--- src/rtl/fpc_pkg.sv ---
package fpc_pkg;
  localparam int unsigned FpW   = 32;
  localparam int unsigned ExpW  = 8;
  localparam int unsigned ManW  = 23;
  localparam int unsigned ExtW  = ManW + 4;   // hidden + mantissa + guard/round/sticky
  localparam logic [FpW-1:0] QNAN = 32'h7FC0_0000;
  localparam logic [ExpW-1:0] EMAX = '1;

  typedef struct packed {
    logic invalid;
    logic overflow;
    logic underflow;
    logic inexact;
  } fp_flags_t;

  typedef struct packed {
    logic [FpW-1:0] val;
    fp_flags_t      flg;
  } fp_res_t;

  typedef struct packed {
    logic madd;
    logic sub;
    logic acc;
  } fpc_ctrl_t;

  function automatic fp_res_t fp_round(input logic sgn, input logic signed [9:0] e,
                                       input logic [ManW-1:0] m, input logic g, input logic st);
    fp_res_t r;
    logic [ManW:0] mr;
    logic signed [9:0] e2;
    logic inc;
    inc = g & (st | m[0]);
    mr  = {1'b0, m} + {{ManW{1'b0}}, inc};
    e2  = e + $signed({9'b0, mr[ManW]});
    r.flg = '0;
    r.flg.inexact = g | st;
    if (e2 >= 10'sd255) begin
      r.val = {sgn, EMAX, {ManW{1'b0}}};
      r.flg.overflow = 1'b1;
      r.flg.inexact  = 1'b1;
    end else if (e2 <= 10'sd0) begin
      r.val = {sgn, {(FpW-1){1'b0}}};
      r.flg.underflow = 1'b1;
      r.flg.inexact   = 1'b1;
    end else begin
      r.val = {sgn, e2[ExpW-1:0], mr[ManW-1:0]};
    end
    return r;
  endfunction

  function automatic fp_res_t fp_mul(input logic [FpW-1:0] a, input logic [FpW-1:0] b);
    fp_res_t r;
    logic sgn, a_nan, b_nan, a_inf, b_inf, a_zero, b_zero;
    logic [2*ManW+1:0] sig;
    logic signed [9:0] e;
    sgn    = a[31] ^ b[31];
    a_nan  = (a[30:23] == EMAX) && (a[22:0] != '0);
    b_nan  = (b[30:23] == EMAX) && (b[22:0] != '0);
    a_inf  = (a[30:23] == EMAX) && (a[22:0] == '0);
    b_inf  = (b[30:23] == EMAX) && (b[22:0] == '0);
    a_zero = (a[30:23] == '0);
    b_zero = (b[30:23] == '0);
    sig    = {1'b1, a[22:0]} * {1'b1, b[22:0]};
    e      = $signed({2'b00, a[30:23]}) + $signed({2'b00, b[30:23]}) - 10'sd127;
    r.flg  = '0;
    if (a_nan || b_nan || (a_inf && b_zero) || (b_inf && a_zero)) begin
      r.val = QNAN;
      r.flg.invalid = 1'b1;
    end else if (a_inf || b_inf) begin
      r.val = {sgn, EMAX, {ManW{1'b0}}};
    end else if (a_zero || b_zero) begin
      r.val = {sgn, {(FpW-1){1'b0}}};
    end else if (sig[47]) begin
      r = fp_round(sgn, e + 10'sd1, sig[46:24], sig[23], |sig[22:0]);
    end else begin
      r = fp_round(sgn, e, sig[45:23], sig[22], |sig[21:0]);
    end
    return r;
  endfunction

  function automatic fp_res_t fp_add(input logic [FpW-1:0] x, input logic [FpW-1:0] y);
    fp_res_t r;
    logic [FpW-1:0] big, sml;
    logic x_nan, y_nan, x_inf, y_inf, x_zero, y_zero;
    logic [ExpW-1:0] d;
    logic [ExtW-1:0] ext_b, ext_s, sh_s, nrm;
    logic [ExtW:0] sum;
    logic [4:0] pos, shl;
    logic signed [9:0] e;
    x_nan  = (x[30:23] == EMAX) && (x[22:0] != '0);
    y_nan  = (y[30:23] == EMAX) && (y[22:0] != '0);
    x_inf  = (x[30:23] == EMAX) && (x[22:0] == '0);
    y_inf  = (y[30:23] == EMAX) && (y[22:0] == '0);
    x_zero = (x[30:23] == '0);
    y_zero = (y[30:23] == '0);
    if (x[30:0] < y[30:0]) begin big = y; sml = x; end
    else begin big = x; sml = y; end
    d     = big[30:23] - sml[30:23];
    ext_b = {1'b1, big[22:0], 3'b000};
    ext_s = {1'b1, sml[22:0], 3'b000};
    if (d >= ExpW'(ExtW)) begin
      sh_s = {{(ExtW-1){1'b0}}, 1'b1};
    end else begin
      sh_s = ext_s >> d;
      sh_s[0] = sh_s[0] | (|(ext_s & ((ExtW'(1) << d) - ExtW'(1))));
    end
    if (big[31] ^ sml[31]) sum = {1'b0, ext_b} - {1'b0, sh_s};
    else                   sum = {1'b0, ext_b} + {1'b0, sh_s};
    pos = '0;
    for (int i = 0; i < ExtW; i++) if (sum[i]) pos = 5'(i);
    shl = 5'(ExtW - 1) - pos;
    e   = $signed({2'b00, big[30:23]});
    r.flg = '0;
    if (x_nan || y_nan || (x_inf && y_inf && (x[31] != y[31]))) begin
      r.val = QNAN;
      r.flg.invalid = 1'b1;
    end else if (x_inf) begin
      r.val = x;
    end else if (y_inf) begin
      r.val = y;
    end else if (x_zero && y_zero) begin
      r.val = {x[31] & y[31], {(FpW-1){1'b0}}};
    end else if (x_zero) begin
      r.val = y;
    end else if (y_zero) begin
      r.val = x;
    end else if (sum == '0) begin
      r.val = '0;
    end else if (sum[ExtW]) begin
      nrm = sum[ExtW:1] | {{(ExtW-1){1'b0}}, sum[0]};
      r = fp_round(big[31], e + 10'sd1, nrm[25:3], nrm[2], |nrm[1:0]);
    end else begin
      nrm = sum[ExtW-1:0] << shl;
      r = fp_round(big[31], e - $signed({5'b0, shl}), nrm[25:3], nrm[2], |nrm[1:0]);
    end
    return r;
  endfunction
endpackage

--- src/rtl/fpc_mul_stage.sv ---
module fpc_mul_stage
  import fpc_pkg::*;
(
  input  logic           clk_i,
  input  logic           rst_ni,
  input  logic           vld_i,
  input  fpc_ctrl_t      ctrl_i,
  input  logic [FpW-1:0] a_i,
  input  logic [FpW-1:0] b_i,
  input  logic [FpW-1:0] chain_i,
  output logic           vld_o,
  output fpc_ctrl_t      ctrl_o,
  output logic [FpW-1:0] prod_o,
  output fp_flags_t      flg_o,
  output logic [FpW-1:0] chain_o
);
  fp_res_t prod_d;
  assign prod_d = fp_mul(a_i, b_i);

  always_ff @(posedge clk_i or negedge rst_ni) begin
    if (!rst_ni) begin
      vld_o   <= 1'b0;
      ctrl_o  <= '0;
      prod_o  <= '0;
      flg_o   <= '0;
      chain_o <= '0;
    end else begin
      vld_o <= vld_i;
      if (vld_i) begin
        ctrl_o  <= ctrl_i;
        prod_o  <= prod_d.val;
        flg_o   <= prod_d.flg;
        chain_o <= chain_i;
      end
    end
  end
endmodule

--- src/rtl/fpc_add_stage.sv ---
module fpc_add_stage
  import fpc_pkg::*;
(
  input  logic           clk_i,
  input  logic           rst_ni,
  input  logic           vld_i,
  input  fpc_ctrl_t      ctrl_i,
  input  logic [FpW-1:0] prod_i,
  input  fp_flags_t      mflg_i,
  input  logic [FpW-1:0] chain_i,
  input  logic [FpW-1:0] acc_i,
  output logic           vld_o,
  output logic [FpW-1:0] res_o,
  output fp_flags_t      mflg_o,
  output fp_flags_t      aflg_o
);
  logic [FpW-1:0] addend, term;
  fp_res_t sum_d;

  assign addend = ctrl_i.acc ? acc_i : chain_i;
  assign term   = {prod_i[FpW-1] ^ ctrl_i.sub, prod_i[FpW-2:0]};
  assign sum_d  = fp_add(addend, term);

  always_ff @(posedge clk_i or negedge rst_ni) begin
    if (!rst_ni) begin
      vld_o  <= 1'b0;
      res_o  <= '0;
      mflg_o <= '0;
      aflg_o <= '0;
    end else begin
      vld_o <= vld_i;
      if (vld_i) begin
        mflg_o <= mflg_i;
        if (ctrl_i.madd) begin
          res_o  <= sum_d.val;
          aflg_o <= sum_d.flg;
        end else begin
          res_o  <= prod_i;
          aflg_o <= '0;
        end
      end
    end
  end
endmodule

--- src/rtl/fp_chain_slice.sv ---
module fp_chain_slice
  import fpc_pkg::*;
(
  input  logic        clk_i,
  input  logic        rst_ni,
  input  logic        valid_i,
  input  logic        madd_i,
  input  logic        sub_i,
  input  logic        acc_i,
  input  logic [31:0] op_a_i,
  input  logic [31:0] op_b_i,
  input  logic [31:0] chain_i,
  output logic        valid_o,
  output logic [31:0] result_o,
  output logic [31:0] chain_o,
  output logic [3:0]  mul_flags_o,
  output logic [3:0]  add_flags_o
);
  logic           s1_vld, s2_vld, s3_vld;
  fpc_ctrl_t      s1_ctrl, s2_ctrl;
  logic [FpW-1:0] s1_a, s1_b, s1_c, s2_prod, s2_c, s3_res, res_q;
  fp_flags_t      s2_mflg, s3_mflg, s3_aflg, mflg_q, aflg_q;

  // input register bank
  always_ff @(posedge clk_i or negedge rst_ni) begin
    if (!rst_ni) begin
      s1_vld  <= 1'b0;
      s1_ctrl <= '0;
      s1_a    <= '0;
      s1_b    <= '0;
      s1_c    <= '0;
    end else begin
      s1_vld <= valid_i;
      if (valid_i) begin
        s1_ctrl <= '{madd: madd_i, sub: sub_i, acc: acc_i};
        s1_a    <= op_a_i;
        s1_b    <= op_b_i;
        s1_c    <= chain_i;
      end
    end
  end

  fpc_mul_stage u_mul (
    .clk_i   (clk_i),
    .rst_ni  (rst_ni),
    .vld_i   (s1_vld),
    .ctrl_i  (s1_ctrl),
    .a_i     (s1_a),
    .b_i     (s1_b),
    .chain_i (s1_c),
    .vld_o   (s2_vld),
    .ctrl_o  (s2_ctrl),
    .prod_o  (s2_prod),
    .flg_o   (s2_mflg),
    .chain_o (s2_c)
  );

  fpc_add_stage u_add (
    .clk_i   (clk_i),
    .rst_ni  (rst_ni),
    .vld_i   (s2_vld),
    .ctrl_i  (s2_ctrl),
    .prod_i  (s2_prod),
    .mflg_i  (s2_mflg),
    .chain_i (s2_c),
    .acc_i   (res_q),
    .vld_o   (s3_vld),
    .res_o   (s3_res),
    .mflg_o  (s3_mflg),
    .aflg_o  (s3_aflg)
  );

  // output register bank; res_q also feeds the accumulate loop
  always_ff @(posedge clk_i or negedge rst_ni) begin
    if (!rst_ni) begin
      valid_o <= 1'b0;
      res_q   <= '0;
      mflg_q  <= '0;
      aflg_q  <= '0;
    end else begin
      valid_o <= s3_vld;
      if (s3_vld) begin
        res_q  <= s3_res;
        mflg_q <= s3_mflg;
        aflg_q <= s3_aflg;
      end
    end
  end

  assign result_o    = res_q;
  assign chain_o     = res_q;
  assign mul_flags_o = mflg_q;
  assign add_flags_o = aflg_q;
endmodule

--- config.mk ---
export PLATFORM = sky130hd
export DESIGN_NAME = fp_chain_slice
export DESIGN_NICKNAME = d
export VERILOG_FILES = /design/src/rtl/fpc_pkg.sv /design/src/rtl/fpc_mul_stage.sv /design/src/rtl/fpc_add_stage.sv /design/src/rtl/fp_chain_slice.sv
export SDC_FILE = /design/constraint.sdc
export NUM_CORES = 2
export LEC_CHECK = 0
export BUFFER_PORTS_ARGS = -buffer_cell sky130_fd_sc_hd__buf_4
export CAP_MARGIN = 15
export CORE_AREA = 2 2 258 260
export DETAILED_ROUTE_END_ITERATION = 16
export DIE_AREA = 0 0 260 262
export PLACE_DENSITY = 0.93
export SLEW_MARGIN = 5
export SYNTH_ARGS = -nofsm -noshare
export SYNTH_HDL_FRONTEND = slang
export SYNTH_SLANG_ARGS = --single-unit
--- constraint.sdc ---
create_clock -name clk_i -period 35.4 [get_ports clk_i]
set_input_delay 3.54 -clock clk_i [delete_from_list [all_inputs] [get_ports clk_i]]
set_output_delay 3.54 -clock clk_i [all_outputs]
set_load 0.01 [all_outputs]
==> impl_summary.txt <==
----------------------------------------------------
[Timing]
  Part of the cycle the worst path needs ... 54.8%
  Setup repair after global routing missed its margin ... no
  Slew of the pin with the lowest slew margin ... 1.32 ns
  Count of final hold-check violations ... 0
  Worst clock skew ... 0.0374 ns
  Final Setup Violations ... 0
  Maximum operating frequency ... 51.5 MHz
  Slew headroom ... 12.0%
  Min Clock Period, post-route ... 19.42 ns
  Number of max-slew violations in the final report ... 0
  Post-Route Setup TNS ... 0 ns

[Worst setup path]
  CP Capture Type ... flip-flop
  Highest fanout seen on the critical path ... 25
  Worst r2r src ... u_mul.ctrl_o[0]
  Critical setup path kind ... reg -> reg
  Most prevalent standard cell on the critical path ... sky130_fd_sc_hd__a21oi_1
  Required @ worst endpoint ... 35.96 ns
  Type of element launching the critical path ... flip-flop
  Largest incremental delay on the critical path ... 0.91 ns
  Crit path DAT ... 19.98 ns
  Critical-path cell with the highest stage delay ... sky130_fd_sc_hd__xnor2_1
  Crit path from ... u_mul.ctrl_o[0]

[Floorplan]
  Row count ... 94
  Total die area ... 68100 um2
  Top Ports ... 175
  Core Footprint ... 65300 um2
  Horiz. Die Dim ... 260 um
  DIE HEIGHT ... 262 um
  Starting density of the core ... 64.7%

[Logic synthesis]
  Combined area of all synthesized cells ... 42200 um2
  Syn nets ... 5784
  Cells after synthesis ... 4915
  Number of warning messages in the yosys log ... 0
  Fraction of registers with async set or reset after synthesis ... 100%
  Register area share after synthesis ... 15.1%
  Number of synthesized flops with an enable pin ... 0
  Number of distinct library cells after synthesis ... 114
  Top flip-flop cell by instance count after synthesis ... sky130_fd_sc_hd__dfrtp_1
  #FFs+latches synth ... 254
  Synth Area per Inst ... 8.59 um2

[Clocking]
  Worst-path clk slew ... 0.07 ns
  Source-to-sink clock delay at the later pin of the worst-skew pair ... 0.63 ns
  Buffer count from post-CTS setup fixing ... 0
  Post-CTS Hold Fix Bufs ... 0
  Max H-tree Level ... 1
  Number of buffers on the longest clock path ... 3
  Total number of clock tree sinks ... 254
  Root buf cell ... sky130_fd_sc_hd__clkbuf_16
  TritonCTS clock tree ... yes
  Number of resized instances in the post-cts repair step ... 0
  TritonCTS buffer count ... 28

[Drt]
  Drt via density ... 6.85
  Routed wire length per instance ... 26.8 um
  Total length of routed wires ... 155 mm
  Antenna Nets Post-Route ... 0
  Vias after detailed routing ... 39.7k
  Number of DRC markers in iteration 0 ... 4922
  Drt first pass iters ... 7
  DRC Markers ... 0

[GRT]
  Largest net degree at the start of global routing ... 126
  Total global routing overflow ... 0
  Number of global-route vias before repair ... 40.9k
  Initial antenna violation count ... 5
  Overall Global Routing Usage ... 45.5%
  Global-route wire length before repair ... 236 mm

[Outcome]
  Outcome ... finished, final reports clean

[Worst hold path]
  Path type of the worst min-delay path ... reg -> reg
  Startpoint of the worst hold path ... u_add.res_o[31]

[Layout]
  Final design instance area without fill ... 45000 um2
  Number of cells in the finished layout apart from fillers ... 5796
  Utilization after layout ... 68.9%
  Ratio of cells with drive above 1 in the final layout ... 12.3%
  Most common cell after layout, fill and taps aside ... sky130_fd_sc_hd__inv_1
  Layout-stage area growth over the synthesis result ... 6.62%
  Commonest cells after routing, fill and taps aside ... 636 x sky130_fd_sc_hd__inv_1, 563 x sky130_fd_sc_hd__nand2_1, 485 x sky130_fd_sc_hd__fa_1
  Number of nets at the end of the flow ... 5775

[Placed design]
  Port bufs ... 174
  Dpl cell area ... 43900 um2
  Routability cong. ... 1.06
  Placed Instances ... 5740
  Detailed placer's ending HPWL ... 117 mm

[Run]
  Max Cap Viol ... 0

----------------------------------------------------
-- state kept, by name, summed over array words and instances (netlist names), 3 cells and up --
name,flops
mul_flags_o,4
u_add.aflg_o,4
u_mul.chain_o,32
add_flags_o,4
u_mul.prod_o,32
s1_a,32
u_add.mflg_o,4
u_mul.flg_o,4
u_mul.ctrl_o,3
s1_ctrl,3
chain_o,32
s1_c,32
s1_b,32
u_add.res_o,32
-- logic make-up after synthesis --
| logic type | synth area share (%) |
|---|---|
| XOR/XNOR | 3.97 |
| AND/OR/NAND/NOR | 17.8 |
| flip-flops | 15.1 |
| adder cells (fa/ha/maj) | 31.4 |
| multiplexers | 7.73 |
| buffers and inverters | 8.90 |
| AO/OA/AOI/OAI | 15.1 |
-- cell type report --
class,count,area (um2)
inverter,642,2410
clock buffer,30,728
fill,4739,20300
timing repair buffer,259,1950
clock inverter,22,333
tap,864,1080
antenna,4,10.0
sequential,254,6360
multi-input combinational,3721,32100
-- metrics by stage --
step | setup WS (ns) | hold slack [ns]
3_3_place_gp | 16.74 | 0.464
3_5_place_dp | 16.63 | 0.485
2_1_floorplan | 19.95 | 0.352
5_1_grt | 14.38 | 0.520
4_1_cts | 16.48 | 0.500
6_report | 15.98 | 0.493
-- critical path: cells and delay by family (launching register included) --
| family | cells | cell delay (ns) |
|---|---|---|
| AO/OA/AOI/OAI | 34 | 8.50 |
| XOR/XNOR | 2 | 1.07 |
| adder cells (fa/ha/maj) | 5 | 2.02 |
| buffers and inverters | 5 | 1.43 |
| flip-flops | 1 | 0.87 |
| multiplexers | 1 | 0.81 |
| AND/OR/NAND/NOR | 17 | 4.54 |
-- final timing paths --
path | to | slack (ns) | cells past startpoint
worst max-delay path | u_add.res_o[11] | 15.98 | 64
worst min-delay path | u_add.res_o[31] | 0.49 | 1
worst max register to register | u_add.res_o[11] | 15.98 | 64
worst min register to register | u_add.res_o[31] | 0.49 | 1
max in group asynchronous | s1_b[10] | 29.98 | 3
min in group asynchronous | add_flags_o[1] | 2.99 | 1
-- cell usage after synthesis (all sizes together) (11+ instances only) --
master | number | area (um2)
inv | 641 | 2410
nand2 | 566 | 2130
fa | 485 | 9710
nor2 | 283 | 1070
ha | 282 | 3530
dfrtp | 254 | 6360
and2 | 244 | 1530
a21oi | 230 | 1160
clkbuf | 208 | 781
mux2 | 199 | 2240
o21ai | 186 | 931
xnor2 | 138 | 1230
nand3 | 93 | 465
nor3 | 92 | 492
buf | 90 | 562
mux2i | 69 | 703
nand4 | 56 | 350
nor4 | 52 | 363
xor2 | 50 | 445
a21o | 46 | 345
o211ai | 43 | 338
o22ai | 41 | 263
a31oi | 40 | 278
a22oi | 39 | 293
a211oi | 38 | 325
o21bai | 26 | 195
nor2b | 23 | 144
o31ai | 23 | 183
a221oi | 22 | 193
and3 | 22 | 138
nand2b | 22 | 138
or3 | 21 | 131
o221ai | 19 | 166
or4 | 19 | 154
o21a | 18 | 135
or2 | 18 | 113
a211o | 16 | 140
o32ai | 15 | 131
mux4 | 14 | 315
a311oi | 13 | 133
o22a | 12 | 105
o2111ai | 11 | 96.3
-- routing by layer --
| layer | wire length (um) | GRT usage, % | part of all wire [%] |
|---|---|---|---|
| met1 | 51100 | 52.2 | 33 |
| met3 | 19100 | 13.7 | 12 |
| met5 | 16 | 0 | 0.010 |
| met4 | 15100 | 36.3 | 9.7 |
| met2 | 69900 | 71.2 | 45 |
Power is not shown: default switching activity piles up to over one toggle a cycle in this logic, so the estimate is an artifact.
